[src/rtl/sbecc_resolver.sv]
module sbecc_resolver #(
  parameter int CODE_W = 24
) (
  input  logic              clk,
  input  logic              rst_n,
  input  logic              start,
  input  logic              engine_fail,
  input  logic [CODE_W-1:0] code_rd,
  input  logic [CODE_W-1:0] code_calc,
  output logic [1:0]        status,
  output logic [CODE_W/2-4:0] byte_addr,
  output logic [2:0]        bit_idx,
  output logic [7:0]        bit_mask,
  output logic              fixed,
  output logic              done
);
  localparam int HW = CODE_W / 2;
  localparam int AW = HW - 3;
  localparam logic [1:0] ST_CLEAN = 2'b00;
  localparam logic [1:0] ST_DATA  = 2'b01;
  localparam logic [1:0] ST_CODE  = 2'b10;
  localparam logic [1:0] ST_BAD   = 2'b11;

  logic [HW-1:0] syn_odd, syn_even, syn_any;
  logic          hit_clean, hit_data, hit_code;
  logic [1:0]    st_next;

  assign syn_odd   = code_rd[HW-1:0]      ^ code_calc[HW-1:0];
  assign syn_even  = code_rd[CODE_W-1:HW] ^ code_calc[CODE_W-1:HW];
  assign syn_any   = syn_odd | syn_even;
  assign hit_clean = (syn_any == '0);
  assign hit_data  = (syn_odd == ~syn_even);
  assign hit_code  = !hit_clean && ((syn_any & (syn_any - 1'b1)) == '0);

  always_comb begin
    if (engine_fail)    st_next = ST_BAD;
    else if (hit_clean) st_next = ST_CLEAN;
    else if (hit_data)  st_next = ST_DATA;
    else if (hit_code)  st_next = ST_CODE;
    else                st_next = ST_BAD;
  end

  always_ff @(posedge clk or negedge rst_n) begin
    if (!rst_n) begin
      status    <= ST_CLEAN;
      byte_addr <= '0;
      bit_idx   <= '0;
      bit_mask  <= '0;
      fixed     <= 1'b0;
      done      <= 1'b0;
    end else begin
      done <= start;
      if (start) begin
        status <= st_next;
        fixed  <= (st_next == ST_DATA) || (st_next == ST_CODE);
        if (st_next == ST_DATA) begin
          byte_addr <= syn_odd[HW-1:3];
          bit_idx   <= syn_odd[2:0];
          bit_mask  <= 8'(1) << syn_odd[2:0];
        end else begin
          byte_addr <= '0;
          bit_idx   <= '0;
          bit_mask  <= '0;
        end
      end
    end
  end

  a_r8_done_after_start: assert property (@(posedge clk) disable iff (!rst_n)
    start |=> done);
  a_r8_done_needs_start: assert property (@(posedge clk) disable iff (!rst_n)
    done |-> $past(start));
  a_r9_hold_without_start: assert property (@(posedge clk) disable iff (!rst_n)
    !start |=> $stable(status) && $stable(byte_addr) && $stable(bit_mask));
  a_r10_quiet_location: assert property (@(posedge clk) disable iff (!rst_n)
    (status != ST_DATA) |-> (byte_addr == '0 && bit_idx == '0 && bit_mask == '0));
  a_r4_mask_single: assert property (@(posedge clk) disable iff (!rst_n)
    (status == ST_DATA) |-> $countones(bit_mask) == 1);
  a_r7_fail_overrides: assert property (@(posedge clk) disable iff (!rst_n)
    (start && engine_fail) |=> status == ST_BAD && !fixed);
  a_r3_equal_codes_clean: assert property (@(posedge clk) disable iff (!rst_n)
    (start && !engine_fail && code_rd == code_calc) |=> status == ST_CLEAN);
endmodule

[config.mk]
export PLATFORM = sky130hd
export DESIGN_NAME = sbecc_resolver
export DESIGN_NICKNAME = d
export VERILOG_FILES = /design/src/rtl/sbecc_resolver.sv
export SDC_FILE = /design/constraint.sdc
export NUM_CORES = 1
export LEC_CHECK = 0
export BUFFER_PORTS_ARGS = -buffer_cell sky130_fd_sc_hd__buf_2
export CORE_UTILIZATION = 41
export DETAILED_ROUTE_END_ITERATION = 16
export PLACE_DENSITY_LB_ADDON = 0.25
export SLEW_MARGIN = 10
export SYNTH_ARGS = -nofsm -noshare
export SYNTH_HDL_FRONTEND = slang
export SYNTH_SLANG_ARGS = --single-unit
export TNS_END_PERCENT = 10
[constraint.sdc]
create_clock -name clk -period 0.8 [get_ports clk]
set_input_delay 0.04 -clock clk [delete_from_list [all_inputs] [get_ports clk]]
set_output_delay 0.04 -clock clk [all_outputs]
set_load 0.03 [all_outputs]
==> impl_metrics.env, run 1 <==
export IMPL_syn_inst=162
export IMPL_syn_nets=228
export IMPL_dieArea_um2=3999
export IMPL_fillers=100
export IMPL_setup_viol_count_final=47
export IMPL_n_antenna_cell=0
export IMPL_tritoncts="built"
export IMPL_wl_um=8902
export IMPL_intPower_mw=2.449
export IMPL_row_count=21
export IMPL_ant_nets=0
export IMPL_ys_types=30
export IMPL_fp_coreArea_um2=3468
export IMPL_ys_seq_area_frac=0.3906
export IMPL_hold_class="in -> reg"
export IMPL_clkSinkCount=24
export IMPL_worstPathRequired_ns=0.95
export IMPL_area_delta_synth_final_pct=112.2
export IMPL_drv_cap=0
export IMPL_hold_end="byte_addr[6]"
export IMPL_drt_initial_drc_count=188
export IMPL_clockPowerShare=0.244
export IMPL_r2r_start="status[0]"
export IMPL_critPathKind="in -> reg"
export IMPL_crit_start="code_rd[18]"
export IMPL_synth_simple_area_share=0.1180
export IMPL_drt_pass1_iter_count=5
export IMPL_cts_buffer_depth=2
export IMPL_violations="setup timing"
export IMPL_rr_worst_depth=2
export IMPL_p_sw_frac=0.3381
export IMPL_regToRegSetupSlack_ns=-0.04
export IMPL_critPathLaunchType="input port"
export IMPL_p_switching_mw=1.251
export IMPL_ys_seq_elements=24
export IMPL_rsz0062_at_grt="true"
export IMPL_min_path_cells=3
export IMPL_final_cell_mix="buf_6, buf_4, buf_2"
export IMPL_synth_top_family_by_area="compound AO/OA/AOI/OAI gates"
export IMPL_status="complete, but fails checks"
export IMPL_skew_ns=0
export IMPL_path_max_fanout=5
export IMPL_num_nets_final=346
export IMPL_cts_htree_levels=1
export IMPL_clk_root_buffer_cell="clkbuf_8"
export IMPL_hold_viol_final=0
export IMPL_report_final_slew_viol_count=0
export IMPL_tns_ns=-29.98
export IMPL_wl_per_cell_um=27.39
export IMPL_final_common_cell="buf_6"
export IMPL_grt_max_degree=25
export IMPL_synth_mux_area_frac=0.01302
export IMPL_power_density_nw_per_um2=1134
export IMPL_period_needed_ns=2.110
export IMPL_floorplan_initialDensity=0.4434
export IMPL_dpl_hpwl_um=3487
export IMPL_p_seq_frac=0.329
export IMPL_worst_slack_ns=-1.310
export IMPL_fmax_ghz=0.4740
export IMPL_combPwrFrac=0.428
export IMPL_rr_endpoint="status[0]"
export IMPL_clock_latency_ns=0.28
export IMPL_routabilityCongestion=0.8808
export IMPL_peakVddDrop_uv=804.9
export IMPL_grt_pass1_vias=2055
export IMPL_antenna_found_initial=0
export IMPL_end_kind="flop"
export IMPL_viasPerCell=6.415
export IMPL_synth_top_area_frac=0.3906
export IMPL_overflow=0
export IMPL_grt_use_total=0.3217
export IMPL_hp_start="code_rd[9]"
export IMPL_synth_compound_area_frac=0.1522
export IMPL_ys_warn_count=0
export IMPL_synth_xor_area_frac=0.1416
export IMPL_port_buffers=75
export IMPL_syn_cell_area_um2=1538
export IMPL_clkTransAtPathRegs_ns=0.10
export IMPL_die_y_um=63.24
export IMPL_grt_pass1_wl_um=9660
export IMPL_vias=2085
export IMPL_synth_area_leaders="dfrtp_1, xnor2_1, ha_1, o22ai_1, inv_1"
export IMPL_synth_fa_ha_area_frac=0.1139
export IMPL_power_mw=3.700
export IMPL_worstMarginPinSlew_ns=0.4328
export IMPL_die_width_um=63.24
export IMPL_leakagePower_nw=1.426
export IMPL_num_io_pins=76
export IMPL_slew_headroom=0.7112
export IMPL_numCtsBuffers=3
export IMPL_yosysTopAreaCell="dfrtp_1"
export IMPL_final_layout_size_suffix_gt1_frac=0.6703
export IMPL_arrival_ns=2.26
export IMPL_post_synth_cell_area_avg_um2=9.492
export IMPL_min_period_over_period=2.637
export IMPL_drc=0
flip-flops by register name, summed over array words and instances, names as in the netlist:
name / flops
byte_addr: 9
bit_mask: 8
bit_idx: 3
status: 2
done: 1
fixed: 1
worst max path at each step:
stage                   endpoint  cells past startpoint
finish              byte_addr[7]                     11
global route        byte_addr[7]                     11
CTS                  bit_mask[7]                     12
detailed placement  byte_addr[3]                     11
global placement    byte_addr[1]                     11
floorplan           byte_addr[1]                     11
what timing repair did:
item | 4_1_cts | 5_1_grt
setup endpoints to repair | 47 | 47
gates resized for setup | 117 | 26
setup buffers | 9 | 6
hold buffers | 1 | 0
cloned | 1 | 0
pin swaps | 29 | 19
endpoints found under the hold margin | 24 | 0
metal layers:
| metal | part of all wire | wire length, um | up-vias | global-route usage |
|---|---|---|---|---|
| li1 | - | - | 801 | - |
| met1 | 0.33 | 2944 | 987 | 0.3233 |
| met2 | 0.50 | 4423 | 214 | 0.6505 |
| met3 | 0.082 | 733 | 83 | 0.05072 |
| met4 | 0.090 | 801 | 0 | 0.1136 |
| met5 | 0 | 0 | - | 0 |
kinds of logic after synthesis:
group                    Yosys count
buffers and inverters             29
AO/OA/AOI/OAI                     36
AND/OR/NAND/NOR                   33
multiplexers                       2
flip-flops                        24
adder cells (fa/ha/maj)           14
XOR/XNOR                          24
cells in the mapped netlist:
library cell,instances
xnor2_1,22
nand2b_1,3
nor2_1,5
a21oi_1,10
clkbuf_1,4
o211ai_1,1
xor2_1,1
inv_2,1
a31oi_4,1
o22ai_1,20
or3_1,1
mux2i_1,2
and2_1,1
xor2_2,1
or2_2,1
nand2_1,7
nand3_1,4
nor3_1,1
a32oi_1,1
o21ai_0,1
nand4b_1,1
dfrtp_1,24
and4_1,1
o2111ai_1,1
ha_1,14
inv_1,24
a21boi_0,1
nand4_1,5
nor4_2,1
nor4_1,2
power groups by stage:
stage          Combinational, mW  Sequential [mW]  Clock (mW)
3_3_place_gp               0.969             1.24           0
6_report                    1.58             1.22       0.901
3_5_place_dp               0.995             1.24           0
4_1_cts                     1.26             1.22       0.842
2_1_floorplan              0.498             1.25           0
5_1_grt                     1.62             1.22       0.939
critical path: stages:
cell and delay, ns:
buf_2 0.12, xnor2_2 0.23, ha_4 0.19, nand4_1 0.23, nor4_4 0.40, a21boi_2 0.12, nor4_4 0.33, a21oi_2 0.12
ha_4 0.24, nand2_4 0.13, o22ai_1 0.12
stage by stage:
stage | hold slack, ns | utilization | instances | instance area (um2) | worst slack (ns)
after floorplan | -0.2556 | - | 162 | 1777 | -1.119
after global placement | -0.01180 | 0.6898 | 305 | 2392 | -1.384
after detailed placement | -0.009891 | 0.6898 | 305 | 2392 | -1.480
after CTS | 0.07644 | 0.8893 | 320 | 3084 | -0.9982
after global routing | 0.07475 | 0.9408 | 325 | 3263 | -1.374
final | 0.05981 | 0.9408 | 325 | 3263 | -1.310
area by class of cell:
| class | instances | area, um2 | area share |
|---|---|---|---|
| Multi-Input combinational cell | 110 | 1486 | 0.4555 |
| Inverter | 25 | 93.84 | 0.02876 |
| Timing Repair Buffer | 116 | 969.7 | 0.2972 |
| Clock buffer | 4 | 55.05 | 0.01687 |
| Sequential cell | 24 | 600.6 | 0.1840 |
| Tap cell | 46 | 57.56 | 0.01764 |
(Power assumes the default switching activity.)
==> run 2, diff against run 1 <==
CAP_MARGIN = 40   (was not set)
CORE_ASPECT_RATIO = 0.6   (was not set)
==> run 2 against run 1 <==
Critical path depth unchanged; the flow still finishes with violations (setup timing); fmax decreased by 0.13%; total power decreased by 6.9%; first-iteration DRC count decreased by 12%; clock-buffer cell count unchanged; combinational power decreased by 14%; die area increased by 0.20%; global-route usage decreased by 2.7 points; sequential power about the same; sequential cell count unchanged; final area decreased by 6.0%; sequential share of layout area increased by 1.2 points.
==> impl_metrics.env, run 2 (same netlist as run 1, synthesis figures left out) <==
export IMPL_status="complete, but fails checks"
export IMPL_violations="setup timing"
export IMPL_utilization=0.8962
export IMPL_grt_pass1_vias=1797
export IMPL_use_met2=0.4580
export IMPL_drv_cap=0
export IMPL_combPwrFrac=0.395
export IMPL_use_met3=0.08785
export IMPL_dpl_hpwl_um=3511
export IMPL_hold_ws_ns=0.07177
export IMPL_worstMarginPinSlew_ns=0.3230
export IMPL_vias=1803
export IMPL_largest_registers="byte_addr (9), bit_mask (8), bit_idx (3)"
export IMPL_wl_per_cell_um=19.02
export IMPL_final_cell_mix="buf_4, buf_2, buf_6"
export IMPL_die_y_um=49.44
export IMPL_clk_root_buffer_cell="clkbuf_8"
export IMPL_arrival_ns=2.28
export IMPL_slowest_delay_ns=0.38
export IMPL_drt_pass1_iter_count=4
export IMPL_area_delta_synth_final_pct=99.51
export IMPL_routabilityCongestion=0.9150
export IMPL_ant_nets=0
export IMPL_leakagePower_nw=1.377
export IMPL_crit_end="byte_addr[3]"
export IMPL_num_nets_final=348
export IMPL_wl_um=6202
export IMPL_crit_start="code_calc[19]"
export IMPL_largest_register="byte_addr"
export IMPL_final_common_cell="buf_4"
export IMPL_globalRoute_busiestLayer="met2"
export IMPL_grt_pass1_wl_um=8652
export IMPL_critPathKind="in -> reg"
export IMPL_dieArea_um2=4007
export IMPL_regToRegSetupSlack_ns=0
export IMPL_report_final_slew_viol_count=0
export IMPL_tritoncts="built"
export IMPL_overflow=0
export IMPL_hold_class="in -> reg"
export IMPL_use_met1=0.3703
export IMPL_peakVddDrop_uv=1253
export IMPL_worstPathRequired_ns=0.96
export IMPL_clockPowerShare=0.252
export IMPL_clkSinkCount=24
export IMPL_fmax_ghz=0.4734
export IMPL_worst_path_max_delay_cell="nor4_2"
export IMPL_crit_family="simple AND/OR/NAND/NOR gates"
export IMPL_rsz0062_at_grt="true"
export IMPL_drc=0
export IMPL_rr_endpoint="status[0]"
export IMPL_min_period_over_period=2.641
export IMPL_slew_headroom=0.7829
export IMPL_path_buf_inv=1
export IMPL_setup_viol_count_final=47
export IMPL_largest_reg_flops=9
export IMPL_rr_worst_depth=2
export IMPL_worst_slack_ns=-1.312
export IMPL_cts_buffer_depth=2
export IMPL_p_seq_frac=0.353
export IMPL_place_ws_ns=-1.450
export IMPL_tns_ns=-30.29
export IMPL_viasPerCell=5.531
export IMPL_critPathLaunchType="input port"
export IMPL_num_io_pins=76
export IMPL_final_layout_size_suffix_gt1_frac=0.6335
export IMPL_period_needed_ns=2.112
export IMPL_die_width_um=81.06
export IMPL_fillers=130
export IMPL_skew_ns=0
export IMPL_crit_chain="buf_2 > xnor2_2 > ha_4 > nand4_1 > nor4_4 > a21boi_1 > nor4_2 > a21oi_1 > ha_2 > nand2_4 > o22ai_1"
export IMPL_antenna_found_initial=0
export IMPL_grt_max_degree=25
export IMPL_row_count=16
export IMPL_grt_use_total=0.2948
export IMPL_cts_htree_levels=1
export IMPL_end_kind="flop"
export IMPL_floorplan_initialDensity=0.4492
export IMPL_crit_cells=11
export IMPL_power_density_nw_per_um2=1123
export IMPL_numCtsBuffers=3
export IMPL_port_buffers=75
export IMPL_hold_viol_final=0
export IMPL_path_max_fanout=6
export IMPL_p_sw_frac=0.3085
export IMPL_intPower_mw=2.382
export IMPL_p_switching_mw=1.063
export IMPL_fp_coreArea_um2=3423
export IMPL_clock_latency_ns=0.28
export IMPL_r2r_start="status[0]"
export IMPL_drt_initial_drc_count=165
export IMPL_clkTransAtPathRegs_ns=0.09
export IMPL_n_antenna_cell=0
run 2: cell types whose count changed in the layout (fill, tap and decap cells not counted), sizes merged:
cell and change:
buf +2
run 2: cell type report:
cell class	count	area, um2	share of cell area
timing repair buffer	118	954.7	0.3112
multi-input combinational	110	1308	0.4262
inverter	25	93.84	0.03059
clock buffer	4	55.05	0.01794
sequential	24	600.6	0.1958
tap	45	56.30	0.01835
run 2: per-stage QoR:
stage | power (mW) | instances | instance area (um2)
global route | 3.585 | 326 | 3068
detailed placement | 2.240 | 304 | 2379
finish | 3.445 | 326 | 3068
global placement | 2.223 | 304 | 2379
floorplan | 1.745 | 162 | 1777
CTS | 3.270 | 322 | 2919
run 2: worst register-to-register path, delay by kind of cell (launching register included):
kind	cells	cell delay, ns
flip-flops	1	0.42
AO/OA/AOI/OAI	2	0.27
run 2: timing repair:
item	CTS	global route
resized for setup	89	27
endpoints found under the setup margin	47	47
cloned	1	0
hold buffers	1	0
buffers inserted	12	4
pin swaps	21	21
endpoints found under the hold margin	24	0
run 2: metal layers:
metal	share of wire	vias up
met5	0	-
met3	0.074	17
met1	0.40	865
met2	0.50	120
li1	-	801
met4	0.025	0
run 2: worst min path at each step:
stage	slack, ns	cells after the start	endpoint	start
after floorplan	-0.26	0	bit_idx[0]	rst_n
after global placement	0.03	2	bit_mask[1]	rst_n
after detailed placement	0.04	2	bit_mask[1]	rst_n
after CTS	0.07	3	byte_addr[6]	code_rd[9]
after global routing	0.07	3	byte_addr[6]	code_rd[9]
final	0.07	3	byte_addr[6]	code_rd[9]
run 2: power by group through the flow:
stage | clock, mW | combinational, mW | sequential (mW)
6_report | 0.869 | 1.36 | 1.22
5_1_grt | 0.911 | 1.46 | 1.22
4_1_cts | 0.861 | 1.19 | 1.22
3_5_place_dp | 0 | 1.00 | 1.24
3_3_place_gp | 0 | 0.983 | 1.24
2_1_floorplan | 0 | 0.498 | 1.25
